`src/rtl/pdc_timer_pkg.sv`:
```
package pdc_timer_pkg;

    localparam int OFS_LOAD   = 0;
    localparam int OFS_VALUE  = 1;
    localparam int OFS_CTRL   = 2;
    localparam int OFS_ICLR   = 3;
    localparam int OFS_RAW    = 4;
    localparam int OFS_MASKED = 5;
    localparam int OFS_BGLOAD = 6;

    localparam logic [1:0] DIV_SEL_A = 2'b01;
    localparam logic [1:0] DIV_SEL_B = 2'b10;

    typedef struct packed {
        logic       run;
        logic       periodic;
        logic       irq_en;
        logic       spare;
        logic [1:0] div_sel;
        logic       wide;
        logic       single;
    } ctrl_t;

    localparam ctrl_t CTRL_RESET = '{run: 1'b0, periodic: 1'b0, irq_en: 1'b1,
                                     spare: 1'b0, div_sel: 2'b00, wide: 1'b0,
                                     single: 1'b0};

endpackage

```
`src/rtl/pdc_prescaler.sv`:
```
module pdc_prescaler #(
    parameter int A_LOG = 4,
    parameter int B_LOG = 8
) (
    input  logic       clk,
    input  logic       rst_n,
    input  logic [1:0] div_sel,
    output logic       tick_o
);
    import pdc_timer_pkg::*;

    localparam int PW = (B_LOG > A_LOG) ? B_LOG : A_LOG;

    logic [PW-1:0] div_d, div_q;

    always_comb begin
        div_d = div_q + PW'(1);
        case (div_sel)
            DIV_SEL_A: tick_o = (div_q[A_LOG-1:0] == {A_LOG{1'b1}});
            DIV_SEL_B: tick_o = (div_q[B_LOG-1:0] == {B_LOG{1'b1}});
            default:   tick_o = 1'b1;
        endcase
    end

    always_ff @(posedge clk) begin
        if (!rst_n) div_q <= '0;
        else        div_q <= div_d;
    end

endmodule

```
`src/rtl/pdc_counter.sv`:
```
module pdc_counter #(
    parameter int CNT_W    = 32,
    parameter int NARROW_W = 16
) (
    input  logic             clk,
    input  logic             rst_n,
    input  logic             run,
    input  logic             tick,
    input  logic             wide,
    input  logic             single,
    input  logic             load_now,
    input  logic [CNT_W-1:0] reload_val,
    output logic [CNT_W-1:0] count_o,
    output logic             hit_o
);
    localparam logic [CNT_W-1:0] NARROW_MASK =
        {{(CNT_W-NARROW_W){1'b0}}, {NARROW_W{1'b1}}};

    typedef struct packed {
        logic [CNT_W-1:0] count;
    } cnt_state_t;

    cnt_state_t st_d, st_q;
    logic [CNT_W-1:0] cur;

    always_comb begin
        cur     = st_q.count & (wide ? {CNT_W{1'b1}} : NARROW_MASK);
        st_d    = st_q;
        hit_o   = 1'b0;
        st_d.count = cur;
        if (load_now) begin
            st_d.count = reload_val;
        end else if (run && tick) begin
            if (cur == '0) begin
                st_d.count = single ? '0 : reload_val;
            end else begin
                st_d.count = cur - CNT_W'(1);
                hit_o      = (cur == CNT_W'(1));
            end
        end
        count_o = cur;
    end

    always_ff @(posedge clk) begin
        if (!rst_n) st_q <= '0;
        else        st_q <= st_d;
    end

endmodule

```
`src/rtl/pdc_timer.sv`:
```
module pdc_timer #(
    parameter int CNT_W     = 32,
    parameter int NARROW_W  = 16,
    parameter int ADDR_W    = 4,
    parameter int DIV_A_LOG = 4,
    parameter int DIV_B_LOG = 8
) (
    input  logic              clk,
    input  logic              rst_n,
    input  logic              bus_valid,
    input  logic              bus_write,
    input  logic [ADDR_W-1:0] bus_addr,
    input  logic [CNT_W-1:0]  bus_wdata,
    output logic [CNT_W-1:0]  bus_rdata,
    output logic              irq
);
    import pdc_timer_pkg::*;

    localparam int CTRL_W = $bits(ctrl_t);
    localparam logic [CNT_W-1:0] NARROW_MASK =
        {{(CNT_W-NARROW_W){1'b0}}, {NARROW_W{1'b1}}};

    typedef struct packed {
        ctrl_t            ctrl;
        logic [CNT_W-1:0] limit;
        logic             raw;
    } regs_t;

    regs_t st_d, st_q;

    logic             wr_load, wr_ctrl, wr_iclr, wr_bg, rd_en;
    ctrl_t            ctrl_nx;
    logic [CNT_W-1:0] limit_nx, nx_mask, reload_val, count_val;
    logic             load_now, tick, hit;
    logic [7:0]       ctrl_bits;
    logic             raw_bit;

    // Access decode and reload-source selection from the post-write config.
    always_comb begin
        rd_en   = bus_valid && !bus_write;
        wr_load = bus_valid && bus_write && (bus_addr == ADDR_W'(OFS_LOAD));
        wr_ctrl = bus_valid && bus_write && (bus_addr == ADDR_W'(OFS_CTRL));
        wr_iclr = bus_valid && bus_write && (bus_addr == ADDR_W'(OFS_ICLR));
        wr_bg   = bus_valid && bus_write && (bus_addr == ADDR_W'(OFS_BGLOAD));
        ctrl_nx  = wr_ctrl ? ctrl_t'(bus_wdata[CTRL_W-1:0]) : st_q.ctrl;
        limit_nx = (wr_load || wr_bg) ? bus_wdata : st_q.limit;
        nx_mask  = ctrl_nx.wide ? {CNT_W{1'b1}} : NARROW_MASK;
        reload_val = (ctrl_nx.periodic || ctrl_nx.single) ? (limit_nx & nx_mask)
                                                          : nx_mask;
        load_now = wr_load || (wr_ctrl && ctrl_nx.run);
    end

    // Next-state for the register file.
    always_comb begin
        st_d       = st_q;
        st_d.ctrl  = ctrl_nx;
        st_d.limit = limit_nx;
        if (hit)          st_d.raw = 1'b1;
        else if (wr_iclr) st_d.raw = 1'b0;
    end

    always_ff @(posedge clk) begin
        if (!rst_n) begin
            st_q.ctrl  <= CTRL_RESET;
            st_q.limit <= '0;
            st_q.raw   <= 1'b0;
        end else begin
            st_q <= st_d;
        end
    end

    pdc_prescaler #(.A_LOG(DIV_A_LOG), .B_LOG(DIV_B_LOG)) u_presc (
        .clk     (clk),
        .rst_n   (rst_n),
        .div_sel (st_q.ctrl.div_sel),
        .tick_o  (tick)
    );

    pdc_counter #(.CNT_W(CNT_W), .NARROW_W(NARROW_W)) u_cnt (
        .clk        (clk),
        .rst_n      (rst_n),
        .run        (st_q.ctrl.run),
        .tick       (tick),
        .wide       (st_q.ctrl.wide),
        .single     (st_q.ctrl.single),
        .load_now   (load_now),
        .reload_val (reload_val),
        .count_o    (count_val),
        .hit_o      (hit)
    );

    always_comb begin
        ctrl_bits = st_q.ctrl;
        raw_bit   = st_q.raw;
        irq       = st_q.raw && st_q.ctrl.irq_en;
        bus_rdata = '0;
        if (rd_en) begin
            case (bus_addr)
                ADDR_W'(OFS_LOAD),
                ADDR_W'(OFS_BGLOAD): bus_rdata = st_q.limit;
                ADDR_W'(OFS_VALUE):  bus_rdata = count_val;
                ADDR_W'(OFS_CTRL):   bus_rdata = CNT_W'(ctrl_bits);
                ADDR_W'(OFS_RAW):    bus_rdata = CNT_W'(st_q.raw);
                ADDR_W'(OFS_MASKED): bus_rdata = CNT_W'(irq);
                default:             bus_rdata = '0;
            endcase
        end
    end

endmodule

```
`config.mk`:
```
export PLATFORM = sky130hd
export DESIGN_NAME = pdc_timer
export DESIGN_NICKNAME = d
export VERILOG_FILES = /design/src/rtl/pdc_timer_pkg.sv /design/src/rtl/pdc_prescaler.sv /design/src/rtl/pdc_counter.sv /design/src/rtl/pdc_timer.sv
export SDC_FILE = /design/constraint.sdc
export NUM_CORES = 1
export LEC_CHECK = 0
export ABC_AREA = 1
export BUFFER_PORTS_ARGS = -buffer_cell sky130_fd_sc_hd__buf_2
export CORE_MARGIN = 4
export CORE_UTILIZATION = 59
export CTS_CLUSTER_SIZE = 20
export DETAILED_ROUTE_END_ITERATION = 8
export PLACE_DENSITY = 0.81
export SETUP_SLACK_MARGIN = 0.02
export SLEW_MARGIN = 10
export SYNTH_ARGS = -nofsm -noshare
export SYNTH_HDL_FRONTEND = slang
export SYNTH_SLANG_ARGS = --single-unit
```
`constraint.sdc`:
```
create_clock -name clk -period 4.4 [get_ports clk]
set_input_delay 0.66 -clock clk [delete_from_list [all_inputs] [get_ports clk]]
set_output_delay 0.66 -clock clk [all_outputs]
set_load 0.05 [all_outputs]
```
==> impl_results.html <==
<table>
<tr><th>Metric</th><th>Value</th></tr>
<tr><th colspan="2">Hold path</th></tr>
<tr><td>Min-Delay Path Class</td><td>reg -&gt; reg</td></tr>
<tr><td>Startpoint of the most critical hold path</td><td>u_presc.div_q[0]</td></tr>
<tr><th colspan="2">Layout</th></tr>
<tr><td>Synth-to-Final Area Change</td><td>9.59%</td></tr>
<tr><td>Commonest cells after routing, fill and taps aside</td><td>sky130_fd_sc_hd__nand2_1, sky130_fd_sc_hd__inv_1, sky130_fd_sc_hd__nor2_1</td></tr>
<tr><td>Final #Nets</td><td>roughly 1000</td></tr>
<tr><td>Final antenna diode count</td><td>0</td></tr>
<tr><td>Most common cell after layout, fill and taps aside</td><td>sky130_fd_sc_hd__nand2_1</td></tr>
<tr><td>Fraction of final layout cells sized beyond drive strength 1</td><td>0.131</td></tr>
<tr><td>Number of cells in the finished layout apart from fillers</td><td>1135</td></tr>
<tr><th colspan="2">Clock network</th></tr>
<tr><td>Count of hold-fix buffers inserted at cts</td><td>0</td></tr>
<tr><td>Root cell of the clock tree</td><td>sky130_fd_sc_hd__clkbuf_8</td></tr>
<tr><td>Clock Tree Buf Depth</td><td>2</td></tr>
<tr><td>CTS sink count</td><td>81</td></tr>
<tr><td>CTS tree</td><td>built</td></tr>
<tr><td>Clock-pin slew reported for the worst setup and hold paths after clock tree synthesis</td><td>about 90 ps</td></tr>
<tr><td>Latest clock arrival within the worst-skew pair</td><td>between 300 and 400 ps</td></tr>
<tr><td>Number of H-tree levels</td><td>3</td></tr>
<tr><td>Cells resized by post-CTS repair</td><td>0</td></tr>
<tr><td>Post-CTS setup buffer count</td><td>0</td></tr>
<tr><td>CTS Buf Count</td><td>9</td></tr>
<tr><th colspan="2">Setup path</th></tr>
<tr><td>Cell at the slowest stage of the critical path</td><td>sky130_fd_sc_hd__inv_2</td></tr>
<tr><td>Nature of the critical path endpoint</td><td>primary output</td></tr>
<tr><td>Data required time of the critical path</td><td>roughly 3700 ps</td></tr>
<tr><td>Origin of the worst setup path</td><td>bus_addr[3]</td></tr>
<tr><td>CP Buf/Inv Count</td><td>3</td></tr>
<tr><td>Category of the critical setup timing path</td><td>in -&gt; out</td></tr>
<tr><td>Chain of cells forming the critical path</td><td>buf_2 &gt; nor2_4 &gt; nand3_1 &gt; inv_2 &gt; a22oi_1 &gt; nor2_1 &gt; buf_2</td></tr>
<tr><td>Crit start category</td><td>primary input</td></tr>
<tr><td>Startpoint of the worst-slack reg-to-reg timing path</td><td>ctrl_bits[1]</td></tr>
<tr><td>Kind of cell adding the most delay to the critical path</td><td>buffers and inverters</td></tr>
<tr><td>Most Frequent Cell on Critical Path</td><td>sky130_fd_sc_hd__buf_2</td></tr>
<tr><td>Maximum fanout along the worst path</td><td>25</td></tr>
<tr><td>Signal arrival time at the worst endpoint</td><td>between 2000 and 2500 ps</td></tr>
<tr><td>Delay of the slowest cell on the worst path</td><td>around 460 ps</td></tr>
<tr><th colspan="2">Timing</th></tr>
<tr><td>Setup repair after global routing missed its margin</td><td>no</td></tr>
<tr><td>Setup violators final</td><td>0</td></tr>
<tr><td>Achievable Freq</td><td>around 0.33 GHz</td></tr>
<tr><td>Remaining max-slew budget at the tightest pin</td><td>0.216</td></tr>
<tr><td>Count of endpoints failing hold in the final timing report</td><td>0</td></tr>
<tr><td>Crit share post-route</td><td>0.694</td></tr>
<tr><td>Setup total negative slack</td><td>0 ps</td></tr>
<tr><td>Min Tclk post-route</td><td>around 3000 ps</td></tr>
<tr><td>Minimum hold slack</td><td>between 400 and 500 ps</td></tr>
<tr><td>Clock skew after layout</td><td>about 14 ps</td></tr>
<tr><td>Final count of pins violating max slew</td><td>0</td></tr>
<tr><td>Measured slew at the worst slew-check pin</td><td>~1200 ps</td></tr>
<tr><th colspan="2">Drt</th></tr>
<tr><td>Via count of the routed design</td><td>about 6000</td></tr>
<tr><td>Routed length on met3</td><td>about 1400 µm</td></tr>
<tr><td>Antenna Nets Post-Route</td><td>0</td></tr>
<tr><td>Routed Wire Length</td><td>between 15000 and 20000 µm</td></tr>
<tr><td>Initial DRT Pass Iterations</td><td>5</td></tr>
<tr><td>Top Layer Used</td><td>met4</td></tr>
<tr><td>First DRT Iteration DRCs</td><td>about 500</td></tr>
<tr><td>M1 wire length</td><td>6790 µm</td></tr>
<tr><td>Routed wl met2</td><td>a little under 7000 µm</td></tr>
<tr><td>Routed wirelength normalized by instance count</td><td>about 13 µm</td></tr>
<tr><td>Post-route DRC violation count</td><td>0</td></tr>
<tr><td>Vias per cell</td><td>5.25</td></tr>
<tr><th colspan="2">Placed design</th></tr>
<tr><td>Count of buffers from port buffering</td><td>72</td></tr>
<tr><td>Final estimated routing congestion in global placement</td><td>around 0.92</td></tr>
<tr><td>DP Cell Count</td><td>1119</td></tr>
<tr><td>HPWL after detailed placement</td><td>10400 µm</td></tr>
<tr><th colspan="2">Die</th></tr>
<tr><td>Die Outline Area</td><td>approximately 0.011 mm²</td></tr>
<tr><td>Die Y</td><td>around 110 µm</td></tr>
<tr><td>Initial standard-cell utilization of the core</td><td>0.607</td></tr>
<tr><td>X dimension of the die</td><td>between 100 and 150 µm</td></tr>
<tr><td>Number of top-level pins</td><td>73</td></tr>
<tr><td>Core footprint</td><td>just over 0.009 mm²</td></tr>
<tr><td>Number of core rows</td><td>35</td></tr>
<tr><th colspan="2">Global routing</th></tr>
<tr><td>Number of antenna violations at the first check in global routing</td><td>0</td></tr>
<tr><td>Total routing usage reported by global routing</td><td>0.276</td></tr>
<tr><td>Via count of the first global-routing pass</td><td>between 5000 and 6000</td></tr>
<tr><td>Sum of overflow across all layers after global routing</td><td>0</td></tr>
<tr><td>Wire length of the first global-routing pass</td><td>25600 µm</td></tr>
<tr><td>Largest net degree at the start of global routing</td><td>between 50 and 60</td></tr>
<tr><th colspan="2">Yosys</th></tr>
<tr><td>Count of yosys warnings during synthesis</td><td>0</td></tr>
<tr><td>Area share of the largest cell type after synthesis</td><td>0.289</td></tr>
<tr><td>Number of distinct library cells after synthesis</td><td>36</td></tr>
<tr><td>Number of synthesized flops with an enable pin</td><td>0</td></tr>
<tr><td>Primary flip-flop cell chosen by synthesis mapping</td><td>sky130_fd_sc_hd__dfxtp_1</td></tr>
<tr><td>Net count after synthesis</td><td>1000</td></tr>
<tr><td>Main area contributors after synthesis</td><td>sky130_fd_sc_hd__dfxtp_1, sky130_fd_sc_hd__nand2_1, sky130_fd_sc_hd__inv_1</td></tr>
<tr><td>Mean Syn Cell Area</td><td>~5.9 µm²</td></tr>
<tr><td>Async set or reset register ratio after synthesis</td><td>0</td></tr>
<tr><td>Post-Syn Area</td><td>about 0.0056 mm²</td></tr>
<tr><td>Sequential share of the synthesized area</td><td>0.289</td></tr>
<tr><td>Cell count after synthesis</td><td>approximately 960</td></tr>
<tr><td>#FFs+latches synth</td><td>a little over 80</td></tr>
<tr><td>Synth area leader</td><td>sky130_fd_sc_hd__dfxtp_1</td></tr>
<tr><th colspan="2">Power and ir drop</th></tr>
<tr><td>IR Drop Worst-Case VDD</td><td>between 0.00015 and 0.0002 V</td></tr>
<tr><td>LEAKAGE</td><td>approximately 3 nW</td></tr>
<tr><td>Power per cell area</td><td>between 200 and 300 mW/mm²</td></tr>
<tr><td>PnR Total Power</td><td>between 1.5 and 2 mW</td></tr>
<tr><th colspan="2">Status</th></tr>
<tr><td>Status</td><td>complete, no violations</td></tr>
<tr><th colspan="2">Flow run</th></tr>
<tr><td>Max capacitance violation total</td><td>0</td></tr>
</table>
-- power breakdown --
group	total (mW)	switching, mW	internal, mW
Combinational	0.363	0.256	0.107
Clock	0.543	0.304	0.239
Sequential	0.758	0.0114	0.747
Total	1.66	0.571	1.09
-- kinds of logic after synthesis --
family	synth area share
simple gates	0.402
buf+inv	0.130
flops	0.289
fa+ha+maj	0.0111
xor+xnor	0.0234
compound gates	0.144
-- cell usage after synthesis, types with 2 or more instances --
cell                       instances
sky130_fd_sc_hd__clkbuf_1         15
sky130_fd_sc_hd__nand2_1         289
sky130_fd_sc_hd__nor2_2            3
sky130_fd_sc_hd__buf_6             3
sky130_fd_sc_hd__inv_2             5
sky130_fd_sc_hd__and2_1            2
sky130_fd_sc_hd__a21oi_2          10
sky130_fd_sc_hd__nor2_1          126
sky130_fd_sc_hd__o22ai_1           6
sky130_fd_sc_hd__o21ai_0          48
sky130_fd_sc_hd__nor2_4            3
sky130_fd_sc_hd__buf_1             2
sky130_fd_sc_hd__a22oi_1          24
sky130_fd_sc_hd__nand3_2           2
sky130_fd_sc_hd__a21oi_1          38
sky130_fd_sc_hd__nand3_1          87
sky130_fd_sc_hd__nand4_1           7
sky130_fd_sc_hd__xor2_1           14
sky130_fd_sc_hd__buf_2            20
sky130_fd_sc_hd__nand2_2           9
sky130_fd_sc_hd__ha_1              5
sky130_fd_sc_hd__nor3_1            2
sky130_fd_sc_hd__dfxtp_1          81
sky130_fd_sc_hd__nand2_4           2
sky130_fd_sc_hd__o21a_1            2
sky130_fd_sc_hd__o21ai_1           9
sky130_fd_sc_hd__buf_4             3
sky130_fd_sc_hd__inv_1           130
-- registers in the layout, summed over array words and instances (netlist names) --
register,count
ctrl_bits,8
raw_bit,1
st_q,32
u_cnt.st_q,32
u_presc.div_q,8
-- layer usage --
metal  track usage  up-vias
li1              -     3088
met1         0.378     2584
met2         0.441      259
met3        0.0563       28
met4        0.0759        0
met5             0        -
-- cell type report --
type                       instances  area (µm²)
multi-input combinational        695        3260
fill                             903        3090
inverter                         136         510
timing repair buffer              78         405
clock buffer                      11         151
clock inverter                     5        37.5
tap                              129         161
sequential                        81        1620
-- stage by stage --
step           area (µm²)  worst slack, ps   util
2_1_floorplan        5610             1270      -
3_3_place_gp         5960             1350  0.645
3_5_place_dp         5960             1360  0.645
4_1_cts              6150             1360  0.665
5_1_grt              6150             1180  0.666
6_report             6150             1350  0.666
-- final timing paths --
kind | end | slack, ps | cells past startpoint
setup / recovery | bus_rdata[31] | 1350 | 7
hold / removal | u_presc.div_q[0] | 460 | 1
setup reg to reg | u_cnt.st_q[7] | 1530 | 10
hold reg to reg | u_presc.div_q[0] | 460 | 1
(Power assumes the default switching activity.)
